===== config.mk =====
export PLATFORM = sky130hd
export DESIGN_NAME = pll_cfg_ctrl
export DESIGN_NICKNAME = d
export VERILOG_FILES = /design/src/rtl/pll_cfg_pkg.sv /design/src/rtl/cfg_pin_sync.sv /design/src/rtl/cfg_reg_bank.sv /design/src/rtl/cfg_select_track.sv /design/src/rtl/pll_cfg_ctrl.sv
export SDC_FILE = /design/constraint.sdc
export NUM_CORES = 1
export LEC_CHECK = 0
export BUFFER_PORTS_ARGS = -buffer_cell sky130_fd_sc_hd__buf_2
export CAP_MARGIN = 40
export CORE_MARGIN = 1.5
export CORE_UTILIZATION = 53
export CTS_BUF_LIST = sky130_fd_sc_hd__clkbuf_4 sky130_fd_sc_hd__clkbuf_8 sky130_fd_sc_hd__clkbuf_16
export DETAILED_ROUTE_END_ITERATION = 8
export PLACE_DENSITY = 0.78
export SLEW_MARGIN = 5
export SYNTH_ARGS = -nofsm -noshare
export SYNTH_HDL_FRONTEND = slang
export SYNTH_SLANG_ARGS = --single-unit
export TNS_END_PERCENT = 20

===== constraint.sdc =====
create_clock -name clk -period 2.35 [get_ports clk]
set_input_delay 0 -clock clk [delete_from_list [all_inputs] [get_ports clk]]
set_output_delay 0 -clock clk [all_outputs]
set_load 0.1 [all_outputs]

===== src/rtl/pll_cfg_pkg.sv =====
package pll_cfg_pkg;

  localparam int FB_W   = 10;
  localparam int POST_W = 3;
  localparam int BYTE_W = 8;
  localparam int ADDR_W = 2;

  localparam logic [ADDR_W-1:0] A_FB_LO = 2'd0;
  localparam logic [ADDR_W-1:0] A_MIX   = 2'd1;
  localparam logic [ADDR_W-1:0] A_FB_HI = 2'd2;
  localparam logic [ADDR_W-1:0] A_STAT  = 2'd3;

  typedef struct packed {
    logic [FB_W-1:0]   fb;
    logic              pre;
    logic [POST_W-1:0] pa;
    logic [POST_W-1:0] pb;
  } pll_cfg_t;

  localparam int CFG_W = $bits(pll_cfg_t);

  localparam pll_cfg_t CFG_RESET = '{fb: 10'd100, pre: 1'b0, pa: 3'd1, pb: 3'd1};

  // Address 1 byte: {pre, pb, pa, fb[8]}
  function automatic logic [BYTE_W-1:0] pack_mix(input pll_cfg_t c);
    return {c.pre, c.pb, c.pa, c.fb[8]};
  endfunction

  function automatic pll_cfg_t apply_write(input pll_cfg_t c,
                                           input logic [ADDR_W-1:0] a,
                                           input logic [BYTE_W-1:0] d);
    pll_cfg_t r;
    r = c;
    case (a)
      A_FB_LO: r.fb[7:0] = d;
      A_MIX: begin
        r.pre   = d[7];
        r.pb    = d[6:4];
        r.pa    = d[3:1];
        r.fb[8] = d[0];
      end
      A_FB_HI: r.fb[9] = d[0];
      default: r = c;
    endcase
    return r;
  endfunction

  function automatic logic [BYTE_W-1:0] read_byte(input pll_cfg_t c,
                                                  input logic [ADDR_W-1:0] a,
                                                  input logic lock);
    logic [BYTE_W-1:0] b;
    case (a)
      A_FB_LO: b = c.fb[7:0];
      A_MIX:   b = pack_mix(c);
      A_FB_HI: b = {{(BYTE_W-1){1'b0}}, c.fb[9]};
      default: b = {{(BYTE_W-1){1'b0}}, lock};
    endcase
    return b;
  endfunction

endpackage


===== src/rtl/cfg_pin_sync.sv =====
module cfg_pin_sync #(
  parameter int W      = 1,
  parameter int STAGES = 2
) (
  input  logic         clk,
  input  logic         rst_n,
  input  logic [W-1:0] d_async,
  output logic [W-1:0] d_sync
);
  logic [W-1:0] stg [STAGES];

  for (genvar i = 0; i < STAGES; i++) begin : g_stage
    if (i == 0) begin : g_first
      always_ff @(posedge clk or negedge rst_n)
        if (!rst_n) stg[i] <= '0;
        else        stg[i] <= d_async;
    end else begin : g_next
      always_ff @(posedge clk or negedge rst_n)
        if (!rst_n) stg[i] <= '0;
        else        stg[i] <= stg[i-1];
    end
  end

  assign d_sync = stg[STAGES-1];
endmodule


===== src/rtl/cfg_reg_bank.sv =====
module cfg_reg_bank
  import pll_cfg_pkg::*;
(
  input  logic              clk,
  input  logic              rst_n,
  input  logic              wr,
  input  logic              rd,
  input  logic [ADDR_W-1:0] addr,
  input  logic [BYTE_W-1:0] wdata,
  input  logic              lock_s,
  output logic [BYTE_W-1:0] rdata,
  output logic              rvalid,
  output pll_cfg_t          cfg_q
);
  logic wr_ev;
  logic rd_ev;
  assign wr_ev = wr;
  assign rd_ev = rd;

  always_ff @(posedge clk or negedge rst_n)
    if (!rst_n) cfg_q <= CFG_RESET;
    else if (wr_ev) cfg_q <= apply_write(cfg_q, addr, wdata);

  always_ff @(posedge clk or negedge rst_n)
    if (!rst_n) begin
      rdata  <= '0;
      rvalid <= 1'b0;
    end else begin
      rvalid <= rd_ev;
      if (rd_ev) rdata <= read_byte(cfg_q, addr, lock_s);
    end

  AST_IDLE_HOLD: assert property (@(posedge clk) disable iff (!rst_n)
    !wr_ev |=> $stable(cfg_q));
  AST_STAT_WR_IGNORED: assert property (@(posedge clk) disable iff (!rst_n)
    (wr_ev && addr == A_STAT) |=> $stable(cfg_q));
  AST_RVALID_NEXT: assert property (@(posedge clk) disable iff (!rst_n)
    rd_ev |=> rvalid);
  AST_RVALID_ONLY: assert property (@(posedge clk) disable iff (!rst_n)
    !rd_ev |=> !rvalid);
endmodule


===== src/rtl/cfg_select_track.sv =====
module cfg_select_track
  import pll_cfg_pkg::*;
(
  input  logic     clk,
  input  logic     rst_n,
  input  logic     pin_sel,
  input  pll_cfg_t pin_cfg,
  input  pll_cfg_t reg_cfg,
  output pll_cfg_t eff_q,
  output logic     upd_q
);
  pll_cfg_t nxt;
  logic     differs;

  assign nxt     = pin_sel ? pin_cfg : reg_cfg;
  assign differs = (nxt != eff_q);

  always_ff @(posedge clk or negedge rst_n)
    if (!rst_n) begin
      eff_q <= CFG_RESET;
      upd_q <= 1'b0;
    end else begin
      eff_q <= nxt;
      upd_q <= differs;
    end

  AST_UPD_MARKS_CHANGE: assert property (@(posedge clk) disable iff (!rst_n)
    upd_q |-> (eff_q != $past(eff_q)));
  AST_QUIET_STABLE: assert property (@(posedge clk) disable iff (!rst_n)
    !upd_q |-> $stable(eff_q));
  AST_PIN_PRIORITY: assert property (@(posedge clk) disable iff (!rst_n)
    pin_sel |=> (eff_q == $past(pin_cfg)));
  AST_REG_PATH: assert property (@(posedge clk) disable iff (!rst_n)
    !pin_sel |=> (eff_q == $past(reg_cfg)));
endmodule


===== src/rtl/pll_cfg_ctrl.sv =====
module pll_cfg_ctrl
  import pll_cfg_pkg::*;
#(
  parameter int SYNC_STAGES = 2
) (
  input  logic              clk,
  input  logic              rst_n,
  input  logic              pin_mode,
  input  logic [FB_W-1:0]   pin_fb_div,
  input  logic              pin_pre_sel,
  input  logic [POST_W-1:0] pin_post_a,
  input  logic [POST_W-1:0] pin_post_b,
  input  logic              lock_in,
  input  logic              bus_wr,
  input  logic              bus_rd,
  input  logic [ADDR_W-1:0] bus_addr,
  input  logic [BYTE_W-1:0] bus_wdata,
  output logic [BYTE_W-1:0] bus_rdata,
  output logic              bus_rvalid,
  output logic [FB_W-1:0]   eff_fb_div,
  output logic              eff_pre_sel,
  output logic [POST_W-1:0] eff_post_a,
  output logic [POST_W-1:0] eff_post_b,
  output logic              cfg_update
);
  localparam int SW = CFG_W + 2;

  pll_cfg_t         pin_raw, pin_s, reg_cfg, eff;
  logic             mode_s, lock_s;
  logic [SW-1:0]    sync_out;

  assign pin_raw = '{fb: pin_fb_div, pre: pin_pre_sel, pa: pin_post_a, pb: pin_post_b};

  cfg_pin_sync #(.W(SW), .STAGES(SYNC_STAGES)) u_sync (
    .clk(clk), .rst_n(rst_n),
    .d_async({pin_mode, lock_in, pin_raw}),
    .d_sync(sync_out)
  );
  assign {mode_s, lock_s, pin_s} = sync_out;

  cfg_reg_bank u_regs (
    .clk(clk), .rst_n(rst_n),
    .wr(bus_wr), .rd(bus_rd), .addr(bus_addr), .wdata(bus_wdata),
    .lock_s(lock_s), .rdata(bus_rdata), .rvalid(bus_rvalid), .cfg_q(reg_cfg)
  );

  cfg_select_track u_track (
    .clk(clk), .rst_n(rst_n),
    .pin_sel(mode_s), .pin_cfg(pin_s), .reg_cfg(reg_cfg),
    .eff_q(eff), .upd_q(cfg_update)
  );

  assign eff_fb_div  = eff.fb;
  assign eff_pre_sel = eff.pre;
  assign eff_post_a  = eff.pa;
  assign eff_post_b  = eff.pb;

  AST_OVERRIDE_WR_QUIET: assert property (@(posedge clk) disable iff (!rst_n)
    (mode_s && $past(mode_s) && $stable(pin_s)) |=> !cfg_update);
endmodule


==> impl_metrics.yaml, run 1 <==
layout:
  antenna-diode-count: 0
  register_area_sq_um: 2060
  fin_nets: 304
  area_growth_syn_to_layout_pct: 30.6
  fillers: 349
  final_core_util_pct: 72.9
  drive_gt1_share_pct: 45.3
  multi_input_comb_area_sq_um: 769
  final_cells: 346
cts:
  cts_max_level: 3
  cts_setup_buffers: 0
  cts_sinks: 82
  clock_path_buffers: 2
  worstSkewPairLatency_ps: 340
  clockRootBuffer: "clkbuf_8"
  clkTransAtPathRegs_ps: 70
  cts_tree: "done"
  cts_buffers: 9
  cts-resized-gates: 0
run_status:
  outcome: "finished, final reports clean"
synth:
  yosysSeqAreaShare_pct: 71.0
  synthesis.area_sq_um: 2910
  async_reset_ff_share_pct: 100
  postSynthAreaPerCell_sq_um: 16.6
  synth_cell_types: 22
  synthCells: 175
  syn_nets: 208
  synth_edf_count: 0
  yosysWarnings: 0
  ys_ff_latch: 82
  synth_ff_type: "dfrtp_1"
placement:
  place_congestion: 0.736
  placed_cells: 301
  port_buffers: 59
  dp_hpwl_mm: 3.59
pwr:
  total_power_mw: 3.63
  sequentialPowerShare_pct: 46.3
  cellPowerDensity_nw_per_um2: 956
  peakVddDrop_mv: 0.619
  pwr-share-clk_pct: 28.2
  switching_share_pct: 33.3
  power_leakage_nw: 1.77
  internal_power_mw: 2.42
  p_switching_mw: 1.21
  combinationalPowerShare_pct: 25.5
floorplanning:
  die_w_um: 77.1
  row_count: 26
  die_y_um: 77.1
  die_area_sq_um: 5940
  core-area_sq_um: 5200
  floorplan.initialDensity_pct: 55.9
  boundaryPins: 60
detailed_routing:
  wirelength_mm: 5.38
  dr.pass1.iters: 4
  drtIter0Drc: 115
  drc_errors: 0
  vias_per_cell: 4.95
  vias: 1712
  postRouteAntennaNets: 0
  wl_per_cell_um: 15.5
sta:
  hold_viol: 0
  min_period_over_period_pct: 83.1
  final-setup-viol-count: 0
  finClkSkew_ps: 5.32
  drv_slew: 0
  finalWorstPathRequiredPeriod_ps: 1950
  slew_headroom_pct: 48.5
  rsz0062_at_grt: "false"
  final.setup.tns_ps: 0
  worstMarginPinSlew_ps: 769
  max_freq_ghz: 0.512
critical_path:
  worstSetupPathType: "reg -> reg"
  crit_family: "simple AND/OR/NAND/NOR gates"
  cp-end-kind: "register"
  slowest_delay_ps: 490
  arrival_ps: 2160
  worstPathMaxFanout: 13
  crit_slowest_cell: "dfrtp_1"
  cp_num_buf_inv: 1
  cp_cell_sequence: "buf_12 > mux2_2 > xor2_1 > nor4_1 > nand4_1 > nand4bb_1"
  reg2reg_setup_slack_ps: 400
  start_kind: "register"
  crit_required_ps: 2560
global_route:
  grt_pass1_wl_mm: 8.96
  antenna_found_initial: 0
  grt_max_degree: 67
  overflow: 0
  grt_use_total_pct: 20.6
  grt_pass1_vias: 1866
hold_path:
  worstHoldPathType: "in -> async"
run:
  drv_cap: 0
-- power by group through the flow --
stage	combinational (mW)	sequential (mW)	clock, mW
after detailed placement	0.890	1.71	0
after global placement	0.874	1.71	0
final	0.925	1.68	1.02
after CTS	0.930	1.68	1.06
after global routing	0.969	1.70	1.13
after floorplan	0.241	2.16	0
-- final timing paths --
path / start / cells past startpoint / end
worst max-delay path: u_sync.d_sync[18]$_DFF_PN0_ / 6 / u_track.upd_q$_DFF_PN0_
worst min-delay path: rst_n / 2 / u_sync.stg[37]$_DFF_PN0_
worst max register to register: u_sync.d_sync[18]$_DFF_PN0_ / 6 / u_track.upd_q$_DFF_PN0_
worst min register to register: u_sync.stg[23]$_DFF_PN0_ / 0 / u_sync.d_sync[4]$_DFF_PN0_
max in group asynchronous: rst_n / 3 / u_regs.cfg_q[3]$_DFFE_PN1P_
min in group clk: bus_wr / 4 / u_regs.cfg_q[16]$_DFFE_PN0P_
-- state kept, by name, summed over array words and instances (netlist names) --
register / count
u_sync.d_sync: 19
u_regs.rdata: 8
u_sync.stg: 19
u_track.eff_q: 17
u_track.upd_q: 1
u_regs.rvalid: 1
u_regs.cfg_q: 17
-- synth_stat cells, types with 2 or more instances --
library cell	instances	share of area [%]
o22ai_1	7	1.5
nand2_1	2	0.26
clkbuf_1	2	0.26
dfstp_2	10	9.0
dfrtp_1	72	62
nor4_1	2	0.43
mux2_4	2	1.0
inv_1	8	1.0
nor2_1	4	0.52
mux2_2	33	13
xor2_1	16	4.8
mux2i_1	7	2.4
-- layer usage --
metal	vias to the layer above	track usage [%]	share of wire [%]
met5	-	0	0
met4	0	7.64	1.2
met3	5	6.43	4.9
met2	51	33.9	51
met1	865	25.6	43
li1	791	-	-
-- placed cells by master, fill, tap and decap left out, types with 2 or more instances in the layout --
cell / n
nor4_1: 2
mux2_2: 33
buf_2: 58
dfstp_2: 10
clkbuf_4: 3
xor2_1: 16
mux2i_1: 7
o22ai_1: 7
inv_1: 8
mux2_4: 2
nor2_1: 4
nand2_1: 2
dfrtp_1: 72
clkbuf_8: 11
dlygate4sd3_1: 29
-- cell type report --
cell class,count,area share (%)
clock buffer,14,4.58
clock inverter,2,0.923
inverter,8,0.791
multi-input combinational,80,20.3
sequential,82,54.4
tap,70,2.31
timing repair buffer,90,16.7
-- repair_timing --
action                                  4_1_cts  5_1_grt
endpoints found under the setup margin        0        0
hold buffers                                 29        0
endpoints found under the hold margin       109        0
-- stage by stage --
step           area [sq um]  setup WS, ps  hold slack (ps)
3_5_place_dp           3300           383             -117
5_1_grt                3800           283             82.4
4_1_cts                3800           378             43.8
6_report               3800           397             62.2
3_3_place_gp           3270           466              108
2_1_floorplan          2910           612             -296
-- cell families after synthesis --
| group | synth area share [%] |
|---|---|
| simple gates | 3.14 |
| buf+inv | 2.54 |
| flops | 71.0 |
| xor+xnor | 4.82 |
| mux | 17.0 |
| compound gates | 1.51 |
-- worst reg2reg max path: cells and delay by family (launching register included) --
family | cells | cell delay [ps]
DFF | 1 | 490
and+or+nand+nor | 3 | 620
xor gates and xnor gates | 1 | 150
buffers and inverters | 1 | 190
muxes | 1 | 370
Power figures use the tool's default switching activity.
==> run 2: changes to the inputs <==
--- a/config.mk
+++ b/config.mk
@@ -8,10 +8,10 @@
 export BUFFER_PORTS_ARGS = -buffer_cell sky130_fd_sc_hd__buf_2
 export CAP_MARGIN = 40
 export CORE_MARGIN = 1.5
-export CORE_UTILIZATION = 53
+export CORE_UTILIZATION = 48
 export CTS_BUF_LIST = sky130_fd_sc_hd__clkbuf_4 sky130_fd_sc_hd__clkbuf_8 sky130_fd_sc_hd__clkbuf_16
 export DETAILED_ROUTE_END_ITERATION = 8
-export PLACE_DENSITY = 0.78
+export PLACE_DENSITY = 0.74
 export SLEW_MARGIN = 5
 export SYNTH_ARGS = -nofsm -noshare
 export SYNTH_HDL_FRONTEND = slang
==> constraint.sdc (replaced) <==
create_clock -name clk -period 1.7 [get_ports clk]
set_input_delay 0 -clock clk [delete_from_list [all_inputs] [get_ports clk]]
set_output_delay 0 -clock clk [all_outputs]
set_load 0.1 [all_outputs]
==> run 2 against run 1 <==
  * The flow now finishes with violations (negative setup slack)
  * Fmax rose by 9.2%
  * Flip-flop and latch count did not move
  * Largest power group unchanged
  * Count of clock-buffer cells in the layout fell by 3
==> impl_metrics.yaml, run 2 (same netlist as run 1, synthesis figures left out) <==
run_status:
  outcome: "complete, but fails checks"
  violations: "negative setup slack"
cts:
  cts_setup_buffers: 0
  cts_tree: "done"
  cts_max_level: 3
  clockRootBuffer: "clkbuf_8"
  clock_path_buffers: 2
  cts_buffers: 9
  cts_sinks: 82
  clkTransAtPathRegs_ps: 80
  worstSkewPairLatency_ps: 340
layout:
  area_growth_syn_to_layout_pct: 31.6
  drive_gt1_share_pct: 47.7
  antenna-diode-count: 0
  final_cells: 354
  final_common_cell: "dfrtp_1"
  final_cell_area_sq_um: 3830
  register_area_sq_um: 2070
  multi_input_comb_area_sq_um: 787
  fillers: 448
  final_core_util_pct: 65.0
  fin_nets: 307
  final_cell_mix: "dfrtp_1, buf_2, mux2_2"
sta:
  hold_viol: 0
  finClkSkew_ps: 5.97
  max_freq_ghz: 0.559
  final-setup-viol-count: 1
  rsz0062_at_grt: "true"
  drv_slew: 0
  finalWorstPathRequiredPeriod_ps: 1790
  final.setup.tns_ps: -89.0
  layout_setup_ws_ps: -89.0
  min_period_over_period_pct: 105
  worstMarginPinSlew_ps: 542
  slew_headroom_pct: 63.8
  worst_hold_slack_ps: 90.0
global_route:
  grt_pass1_vias: 1746
  overflow: 0
  grt_max_degree: 61
  grt_use_total_pct: 17.9
  antenna_found_initial: 0
  grt_pass1_wl_mm: 8.42
placement:
  place_worst_setup_slack_ps: -154
  dpl-instance-area_sq_um: 3310
  port_buffers: 59
  placed_cells: 309
  dp_hpwl_mm: 3.66
  place_congestion: 0.754
pwr:
  cellPowerDensity_nw_per_um2: 1310
  total_power_mw: 5.01
  power_leakage_nw: 1.78
  peakVddDrop_mv: 0.702
detailed_routing:
  drtIter0Drc: 57
  vias: 1671
  wirelength_mm: 5.34
  drc_errors: 0
  dr.pass1.iters: 2
  postRouteAntennaNets: 0
  vias_per_cell: 4.72
  wl_per_cell_um: 15.1
critical_path:
  worstPathMaxFanout: 9
  worstSetupPathType: "reg -> reg"
  reg2reg_setup_slack_ps: -90
  worstSetupStartpoint: "u_sync.d_sync[18]$_DFF_PN0_"
  crit_slowest_cell: "dfrtp_1"
  crit_family: "simple AND/OR/NAND/NOR gates"
  r2r-start: "u_sync.d_sync[18]$_DFF_PN0_"
  cp_num_buf_inv: 1
  slowest_delay_ps: 360
  cp-end-kind: "register"
  start_kind: "register"
  crit_required_ps: 1920
  cp_cell_sequence: "buf_4 > mux2_2 > xor2_1 > nor4_1 > nand4_1 > nand4bb_1"
  arrival_ps: 2010
run:
  drv_cap: 0
hold_path:
  worstHoldPathType: "in -> async"
floorplanning:
  die_w_um: 80.8
  core-area_sq_um: 5890
  die_area_sq_um: 6530
  row_count: 28
  die_y_um: 80.8
  boundaryPins: 60
  floorplan.initialDensity_pct: 49.4
run 2: final cells by class:
cell class	instances	area share, %
clock buffers	11	3.96
clock inverters	5	1.37
inverters	8	0.785
multi-input cells	80	20.6
flip-flops and latches	82	54.1
well taps	75	2.45
repair buffers	93	16.8
run 2: what timing repair did:
item	in CTS	in global routing
resized for setup	2	3
hold buffers	29	0
setup endpoints to repair	1	1
endpoints found under the hold margin	115	0
pin swaps	1	3
run 2: routing by layer:
| metal | routed length (um) | GRT usage [%] | share of wire, % | vias up |
|---|---|---|---|---|
| met1 | 2300 | 22.5 | 43 | 831 |
| met3 | 163 | 4.04 | 3.1 | 14 |
| met2 | 2740 | 28.2 | 51 | 39 |
| li1 | - | - | - | 787 |
| met4 | 140 | 11.2 | 2.6 | 0 |
| met5 | 0 | 0 | 0 | - |
run 2: where the power goes:
| group | internal (mW) | switching, mW |
|---|---|---|
| clock network | 0.751 | 0.641 |
| registers | 2.19 | 0.134 |
| logic | 0.362 | 0.931 |
run 2: worst reg2reg max path, cell delays in order (launching register included):
cell	delay, ps
dfrtp_1	360
buf_4	190
mux2_2	370
xor2_1	140
nor4_1	290
nand4_1	140
nand4bb_1	190
run 2: path summary, 6_finish.rpt:
check / to / cells past startpoint
setup / recovery: u_track.upd_q$_DFF_PN0_ / 6
hold / removal: u_sync.d_sync[4]$_DFF_PN0_ / 2
setup reg to reg: u_track.upd_q$_DFF_PN0_ / 6
hold reg to reg: u_sync.d_sync[15]$_DFF_PN0_ / 0
max in group asynchronous: u_track.eff_q[13]$_DFF_PN1_ / 3
min in group clk: u_regs.cfg_q[16]$_DFFE_PN0P_ / 4
